**src/rtl/clkstart_pkg.sv**
```systemverilog
// Package: shared codes for the clock startup status controller.
// Assumes a one-bit register address and two interrupt sources.
package clkstart_pkg;
    localparam logic ADDR_MODE  = 1'b0;
    localparam logic ADDR_IRQEN = 1'b1;
    localparam int   NUM_IRQ    = 2;
    localparam int   IRQ_OSC    = 0;
    localparam int   IRQ_PLL    = 1;
    localparam int   POS_OSC_EN = 0;
    localparam int   POS_BYPASS = 1;
    localparam int   POS_OSC_CNT = 2;
endpackage

```
**src/rtl/clkstart_presc.sv**
```systemverilog
// Module: free-running prescaler producing one tick every 2**PRESC_W cycles.
// Assumes: the tick phase is set only by reset, never by register writes.
module clkstart_presc #(
    parameter int PRESC_W = 3
) (
    input  logic clk,
    input  logic rst_n,
    output logic tick
);
    logic [PRESC_W-1:0] cnt_q;

    // Advance the prescaler every cycle.
    always_ff @(posedge clk) begin
        if (!rst_n) cnt_q <= '0;
        else        cnt_q <= cnt_q + 1'b1;
    end

    // Tick on the all-ones state.
    assign tick = &cnt_q;
endmodule

```
**src/rtl/clkstart_settle.sv**
```systemverilog
// Module: settle countdown. A load starts it, ticks decrement it, and it
// flags done on the tick seen at zero. Assumes: stop takes priority over load.
module clkstart_settle #(
    parameter int CNT_W = 8
) (
    input  logic             clk,
    input  logic             rst_n,
    input  logic             load,
    input  logic             stop,
    input  logic [CNT_W-1:0] load_val,
    input  logic             tick,
    output logic             done,
    output logic             busy
);
    logic [CNT_W-1:0] cnt_q;

    // Countdown and status state machine.
    always_ff @(posedge clk) begin
        if (!rst_n) begin
            cnt_q <= '0;
            busy  <= 1'b0;
            done  <= 1'b0;
        end else if (stop) begin
            busy <= 1'b0;
            done <= 1'b0;
        end else if (load) begin
            cnt_q <= load_val;
            busy  <= 1'b1;
            done  <= 1'b0;
        end else if (tick && busy) begin
            if (cnt_q == '0) begin
                done <= 1'b1;
                busy <= 1'b0;
            end else begin
                cnt_q <= cnt_q - 1'b1;
            end
        end
    end
endmodule

```
**src/rtl/clkstart_irq.sv**
```systemverilog
// Module: interrupt enable register and level interrupt combine.
// Assumes: status inputs are registered flags from the settle counters.
module clkstart_irq #(
    parameter int NUM_SRC = 2
) (
    input  logic               clk,
    input  logic               rst_n,
    input  logic               en_wr,
    input  logic [NUM_SRC-1:0] en_data,
    input  logic [NUM_SRC-1:0] status,
    output logic               irq
);
    logic [NUM_SRC-1:0] ie_q;
    logic [NUM_SRC-1:0] hit;

    // Hold the interrupt enables.
    always_ff @(posedge clk) begin
        if (!rst_n)     ie_q <= '0;
        else if (en_wr) ie_q <= en_data;
    end

    // Mask each source with its enable.
    for (genvar i = 0; i < NUM_SRC; i++) begin : g_mask
        assign hit[i] = status[i] & ie_q[i];
    end

    // Combine the sources into one level.
    assign irq = |hit;
endmodule

```
**src/rtl/clkstart_ctrl.sv**
```systemverilog
// Module: top of the clock startup status controller. It holds the mode word,
// drives the oscillator and PLL enables, and times their settling.
// Assumes: slow_tick is a one-cycle pulse synchronous to clk.
module clkstart_ctrl
    import clkstart_pkg::*;
#(
    parameter int OSC_CNT_W = 8,
    parameter int MUL_W     = 6,
    parameter int PLL_CNT_W = 6,
    parameter int PRESC_W   = 3,
    localparam int WORD_W   = 2 + OSC_CNT_W + MUL_W + PLL_CNT_W
) (
    input  logic              clk,
    input  logic              rst_n,
    input  logic              slow_tick,
    input  logic              wr_en,
    input  logic              wr_addr,
    input  logic [WORD_W-1:0] wr_data,
    output logic              osc_pwr,
    output logic              clk_bypass,
    output logic              pll_en,
    output logic [MUL_W:0]    pll_ratio,
    output logic              osc_ready,
    output logic              pll_lock,
    output logic              irq
);
    localparam int MUL_LSB = POS_OSC_CNT + OSC_CNT_W;
    localparam int PLL_LSB = MUL_LSB + MUL_W;

    logic                 mode_wr, ie_wr;
    logic                 wr_osc_en, wr_bypass;
    logic [OSC_CNT_W-1:0] wr_osc_cnt;
    logic [MUL_W-1:0]     wr_mul;
    logic [PLL_CNT_W-1:0] wr_pll_cnt;
    logic                 osc_en_q, bypass_q;
    logic [MUL_W-1:0]     mul_q;
    logic                 osc_tick, osc_load, osc_stop, osc_busy;
    logic                 pll_load, pll_stop, pll_busy;
    logic [NUM_IRQ-1:0]   status;

    // Decode the write strobe and split the mode word into fields.
    assign mode_wr    = wr_en && (wr_addr == ADDR_MODE);
    assign ie_wr      = wr_en && (wr_addr == ADDR_IRQEN);
    assign wr_osc_en  = wr_data[POS_OSC_EN];
    assign wr_bypass  = wr_data[POS_BYPASS];
    assign wr_osc_cnt = wr_data[POS_OSC_CNT +: OSC_CNT_W];
    assign wr_mul     = wr_data[MUL_LSB +: MUL_W];
    assign wr_pll_cnt = wr_data[PLL_LSB +: PLL_CNT_W];

    // Store the mode fields that drive the analog enables.
    always_ff @(posedge clk) begin
        if (!rst_n) begin
            osc_en_q <= 1'b0;
            bypass_q <= 1'b0;
            mul_q    <= '0;
        end else if (mode_wr) begin
            osc_en_q <= wr_osc_en;
            bypass_q <= wr_bypass;
            mul_q    <= wr_mul;
        end
    end

    // Turn mode writes into counter loads and stops.
    assign osc_load = mode_wr && wr_osc_en;
    assign osc_stop = mode_wr && !wr_osc_en;
    assign pll_stop = mode_wr && (wr_mul == '0);
    assign pll_load = mode_wr && (wr_mul != '0) && (wr_mul != mul_q);

    // Drive the analog-side outputs from the stored mode.
    assign osc_pwr    = osc_en_q && !bypass_q;
    assign clk_bypass = bypass_q;
    assign pll_en     = (mul_q != '0);
    assign pll_ratio  = pll_en ? ({1'b0, mul_q} + 1'b1) : '0;

    clkstart_presc #(.PRESC_W(PRESC_W)) u_presc (
        .clk   (clk),
        .rst_n (rst_n),
        .tick  (osc_tick)
    );

    clkstart_settle #(.CNT_W(OSC_CNT_W)) u_osc_settle (
        .clk      (clk),
        .rst_n    (rst_n),
        .load     (osc_load),
        .stop     (osc_stop),
        .load_val (wr_osc_cnt),
        .tick     (osc_tick),
        .done     (osc_ready),
        .busy     (osc_busy)
    );

    clkstart_settle #(.CNT_W(PLL_CNT_W)) u_pll_settle (
        .clk      (clk),
        .rst_n    (rst_n),
        .load     (pll_load),
        .stop     (pll_stop),
        .load_val (wr_pll_cnt),
        .tick     (slow_tick),
        .done     (pll_lock),
        .busy     (pll_busy)
    );

    // Gather the status flags in interrupt-bit order.
    always_comb begin
        status          = '0;
        status[IRQ_OSC] = osc_ready;
        status[IRQ_PLL] = pll_lock;
    end

    clkstart_irq #(.NUM_SRC(NUM_IRQ)) u_irq (
        .clk     (clk),
        .rst_n   (rst_n),
        .en_wr   (ie_wr),
        .en_data (wr_data[NUM_IRQ-1:0]),
        .status  (status),
        .irq     (irq)
    );
endmodule

```
**config.mk**
```make
export PLATFORM = sky130hd
export DESIGN_NAME = clkstart_ctrl
export DESIGN_NICKNAME = d
export VERILOG_FILES = /design/src/rtl/clkstart_pkg.sv /design/src/rtl/clkstart_presc.sv /design/src/rtl/clkstart_settle.sv /design/src/rtl/clkstart_irq.sv /design/src/rtl/clkstart_ctrl.sv
export SDC_FILE = /design/constraint.sdc
export NUM_CORES = 1
export LEC_CHECK = 0
export ABC_AREA = 1
export BUFFER_PORTS_ARGS = -buffer_cell sky130_fd_sc_hd__clkbuf_2
export CORE_MARGIN = 4
export CORE_UTILIZATION = 55
export DETAILED_ROUTE_END_ITERATION = 10
export GPL_TIMING_DRIVEN = 0
export PLACE_DENSITY = 0.8
export SLEW_MARGIN = 20
export SYNTH_ARGS = -nofsm -noshare
export SYNTH_HDL_FRONTEND = slang
export SYNTH_HIERARCHICAL = 1
export SYNTH_SLANG_ARGS = --single-unit
```
**constraint.sdc**
```tcl
create_clock -name clk -period 2.62 [get_ports clk]
set_input_delay 0.786 -clock clk [delete_from_list [all_inputs] [get_ports clk]]
set_output_delay 0.786 -clock clk [all_outputs]
set_load 0.02 [all_outputs]
```
==> impl_metrics.csv <==
group,metric,value,unit
layout,multi_input_area,1180,um2
pwr,share_comb_of_total_power,0.300,
worst_setup_path,critical_path_arrival,1.39,ns
clock_tree,clk_path_buf_depth,2,
logic_synthesis,synthCells,318,
layout,flow.area_growth_from_synthesis,16.7,%
timing,timing.final.crit_period,2.18,ns
placement,gpl.final_weighted_congestion,0.831,
layout,num-nets-final,399,
floorplanning,floorplan.die.width,68.9,um
route,final_antenna_net_count,0,
timing,rsz_0062_raised_after_global_routing,"false",
logic_synthesis,synth_sequential_area_ratio,0.305,
layout,sequential_cell_area,621,um2
grt,via_count_of_the_first_global_routing_pass,1847,
route,final_routed_wire_length_divided_by_cell_count,11.0,um
worst_setup_path,critical_path_required,1.83,ns
pwr,power.sequential.fraction,0.416,
worst_setup_path,worst-path-buf-inv,1,
clock_tree,htree_levels,2,
route,drc,0,
route,drtPass1Iterations,4,
logic_synthesis,post_synth_top_area_cell,"sky130_fd_sc_hd__dfxtp_1",
logic_synthesis,synth_flop_cell,"sky130_fd_sc_hd__dfxtp_1",
min_path,worst_hold_path.num_cells,1,
logic_synthesis,number_of_distinct_standard_cells_referenced_by_the_synthesized_netlist,29,
floorplanning,die_height,68.9,um
floorplanning,num_rows,21,
pwr,p_leak,1.27,nW
layout,post_route_cells_drive_above_1_share,0.203,
clock_tree,clock_latency,0.28,ns
logic_synthesis,synth_edf_count,0,
placement,dpl_wire_length,3460,um
worst_setup_path,worstPathCellList,"nand3_2 -> nor3_2 -> xor2_1 -> clkbuf_2",
placement,buffer_ports.inserted,39,
worst_setup_path,r2r_cells,15,
worst_setup_path,max_stage_delay,0.47,ns
grt,antenna_found_initial,0,
pwr,totalPowerFinal,0.00132,W
timing,timing_worst_slew_pin_value,0.498,ns
timing,worst_clock_skew,0.00352,ns
clock_tree,cts_num_sinks,31,
route,dr.first_iter.drc_count,100,
grt,globalRouteTotalUtil,0.211,
grt,grt_start_max_net_pins,25,
logic_synthesis,netlist_area_before_placement,2040,um2
worst_setup_path,worstSetupEndpointType,"output pin",
timing,hold_violations,0,
timing,holdWs,0.444,ns
logic_synthesis,yosys.area.top_type_share,0.305,
run_status,status,"completed",
pwr,power.switching,0.000448,W
worst_setup_path,critical_path_type,"flop to output pin",
worst_setup_path,timing.critical_path.from_type,"flop",
pwr,vdd.ir_drop.worst,0.473,mV
pwr,power-per-cell-area,555,nW/um2
logic_synthesis,synthArstFlopShare,0,
floorplanning,ioPinCount,40,
timing,final.setup.tns,0,ns
route,vias,2043,
floorplanning,die_ar,4740,um2
pwr,power.switching_fraction,0.340,
worst_setup_path,path_depth,4,
timing,slew_viol_final,0,
worst_setup_path,worst_path_max_delay_cell,"sky130_fd_sc_hd__dfxtp_1",
logic_synthesis,synth_top_cells_by_area,"sky130_fd_sc_hd__dfxtp_1 (30%), sky130_fd_sc_hd__nand2_1 (18%), sky130_fd_sc_hd__inv_1 (8.7%), sky130_fd_sc_hd__nor2_1 (6.1%), sky130_fd_sc_hd__a21oi_1 (5.9%)",
worst_setup_path,worst_path_max_fanout,8,
pwr,p_int,0.000871,W
logic_synthesis,mean_instance_size_in_the_synthesized_netlist,6.41,um2
clock_tree,post_cts.resized_instances,0,
route,routed_wire_length,4510,um
logic_synthesis,synth.ff_latch_count,31,
clock_tree,tritoncts_clock_tree,"yes",
logic_synthesis,postSynthNetCount,353,
timing,finalSetupViolCount,0,
pwr,part_of_the_power_in_the_clock_network,0.284,
layout,num-fill-cells,332,
min_path,min_path_type,"flop to flop",
grt,globalRoute.totalOverflow,0,
floorplanning,coreArea,3440,um2
clock_tree,root_buffer,"sky130_fd_sc_hd__clkbuf_8",
timing,fin_crit_sh,0.831,
job,maxCapViolCount,0,
floorplanning,start_util,0.592,
layout,antenna_cells,0,
route,vias_per_cell,4.98,
clock_tree,cts_made_buffers,5,
clock_tree,cts_setup_buffers,0,
timing,fmax,459,MHz
clock_tree,postCtsHoldBufs,0,
clock_tree,clkTransAtPathRegs,0.06,ns
worst_setup_path,crit_family,"flip-flops",
grt,first_pass_grt_wire_length,7560,um
timing,slew_headroom,0.668,
logic_synthesis,yosys_warnings,6,
-- synth_stat cells (3+ instances only) --
library cell               n
sky130_fd_sc_hd__nand2_1  98
sky130_fd_sc_hd__inv_1    47
sky130_fd_sc_hd__nor2_1   33
sky130_fd_sc_hd__dfxtp_1  31
sky130_fd_sc_hd__a21oi_1  24
sky130_fd_sc_hd__nand3_1  15
sky130_fd_sc_hd__o21ai_0  10
sky130_fd_sc_hd__ha_1      8
sky130_fd_sc_hd__nand4_1   7
sky130_fd_sc_hd__inv_2     6
sky130_fd_sc_hd__o21ai_1   5
sky130_fd_sc_hd__nor2_2    4
sky130_fd_sc_hd__nor2_4    4
sky130_fd_sc_hd__nor3_1    3
sky130_fd_sc_hd__xor2_1    3
-- cell usage in the layout (no fill, tap or decap) --
master,netlist,layout
sky130_fd_sc_hd__a211oi_1,1,1
sky130_fd_sc_hd__a21oi_1,24,24
sky130_fd_sc_hd__buf_6,2,2
sky130_fd_sc_hd__clkbuf_1,1,1
sky130_fd_sc_hd__clkbuf_2,0,39
sky130_fd_sc_hd__clkbuf_8,0,6
sky130_fd_sc_hd__clkinv_2,0,1
sky130_fd_sc_hd__dfxtp_1,31,31
sky130_fd_sc_hd__ha_1,8,8
sky130_fd_sc_hd__inv_1,47,47
sky130_fd_sc_hd__inv_2,6,6
sky130_fd_sc_hd__inv_4,2,2
sky130_fd_sc_hd__mux2i_1,2,2
sky130_fd_sc_hd__nand2_1,98,98
sky130_fd_sc_hd__nand2_2,1,1
sky130_fd_sc_hd__nand2_4,1,1
sky130_fd_sc_hd__nand3_1,15,15
sky130_fd_sc_hd__nand3_2,2,2
sky130_fd_sc_hd__nand3_4,1,1
sky130_fd_sc_hd__nand4_1,7,7
sky130_fd_sc_hd__nand4_4,2,2
sky130_fd_sc_hd__nor2_1,33,33
sky130_fd_sc_hd__nor2_2,4,4
sky130_fd_sc_hd__nor2_4,4,4
sky130_fd_sc_hd__nor3_1,3,3
sky130_fd_sc_hd__nor3_2,1,1
sky130_fd_sc_hd__o21ai_0,10,10
sky130_fd_sc_hd__o21ai_1,5,5
sky130_fd_sc_hd__o31ai_1,1,1
sky130_fd_sc_hd__or2_1,1,1
sky130_fd_sc_hd__or2_2,2,2
sky130_fd_sc_hd__xor2_1,3,3
-- final cells by class --
class                      count  share of cell area
buffer                         3              0.0111
multi-input combinational    229               0.496
tap                           46              0.0242
clock inverter                 1             0.00211
sequential                    31               0.261
clock buffer                   6              0.0347
inverter                      55              0.0889
timing repair buffer          39              0.0821
-- state kept, by name, summed over array words and instances (netlist names) --
name	flops
clk_bypass	1
mul_q	6
osc_en_q	1
u_irq/ie_q	2
u_osc_settle/busy	1
u_osc_settle/cnt_q	8
u_osc_settle/done	1
u_pll_settle/busy	1
u_pll_settle/cnt_q	6
u_pll_settle/done	1
u_presc/cnt_q	3
-- logic make-up after synthesis --
group	count (synthesis)	synth area share
and+or+nand+nor	175	0.404
buffers and inverters	58	0.117
AOI/OAI and AO/OA	41	0.103
DFF	31	0.305
adders and majority gates	8	0.0491
xor gates and xnor gates	3	0.0129
muxes	2	0.00983
-- routing by layer --
layer,global-route usage,up-vias,routed length (um)
met5,0,-,0
met4,0.0706,0,39
met3,0.0535,5,192
met2,0.349,37,2110
met1,0.266,910,2180
li1,-,1091,-
-- power by group through the flow --
stage	combinational, W	sequential (W)	clock (W)
final	0.000396	0.000549	0.000375
after global routing	0.000450	0.000554	0.000408
after CTS	0.000397	0.000548	0.000386
after detailed placement	0.000395	0.000558	0
after global placement	0.000387	0.000557	0
after floorplan	0.000306	0.000552	0
-- worst paths after layout --
kind / endpoint / slack [ns] / start
worst max-delay path: pll_ratio[5] / 0.44 / mul_q[2]
worst max register to register: u_pll_settle/cnt_q[4] / 0.87 / mul_q[2]
worst min-delay path: u_presc/cnt_q[0] / 0.44 / u_presc/cnt_q[0]
worst min register to register: u_presc/cnt_q[0] / 0.44 / u_presc/cnt_q[0]
-- stage by stage --
step | cell area, um2 | utilization | instances | worst slack, ns
6_report | 2380 | 0.691 | 410 | 0.444
5_1_grt | 2380 | 0.691 | 410 | 0.308
4_1_cts | 2380 | 0.691 | 410 | 0.420
3_5_place_dp | 2290 | 0.665 | 403 | 0.347
3_3_place_gp | 2290 | 0.665 | 403 | 0.358
2_1_floorplan | 2040 | - | 318 | 0.719
-- worst reg2reg max path, cell delays in order (launching register included) --
cell	delay, ns
sky130_fd_sc_hd__dfxtp_1	0.47
sky130_fd_sc_hd__inv_1	0.07
sky130_fd_sc_hd__nand2_1	0.06
sky130_fd_sc_hd__nand2_1	0.05
sky130_fd_sc_hd__nor2_1	0.10
sky130_fd_sc_hd__nand3_1	0.09
sky130_fd_sc_hd__nand2_1	0.07
sky130_fd_sc_hd__inv_1	0.05
sky130_fd_sc_hd__buf_6	0.14
sky130_fd_sc_hd__inv_4	0.09
sky130_fd_sc_hd__nand4_4	0.11
sky130_fd_sc_hd__nand3_4	0.12
sky130_fd_sc_hd__inv_4	0.06
sky130_fd_sc_hd__nand2_1	0.06
sky130_fd_sc_hd__nand2_1	0.06
sky130_fd_sc_hd__nor2_2	0.09
No activity file was read; power rests on OpenSTA's default activity.
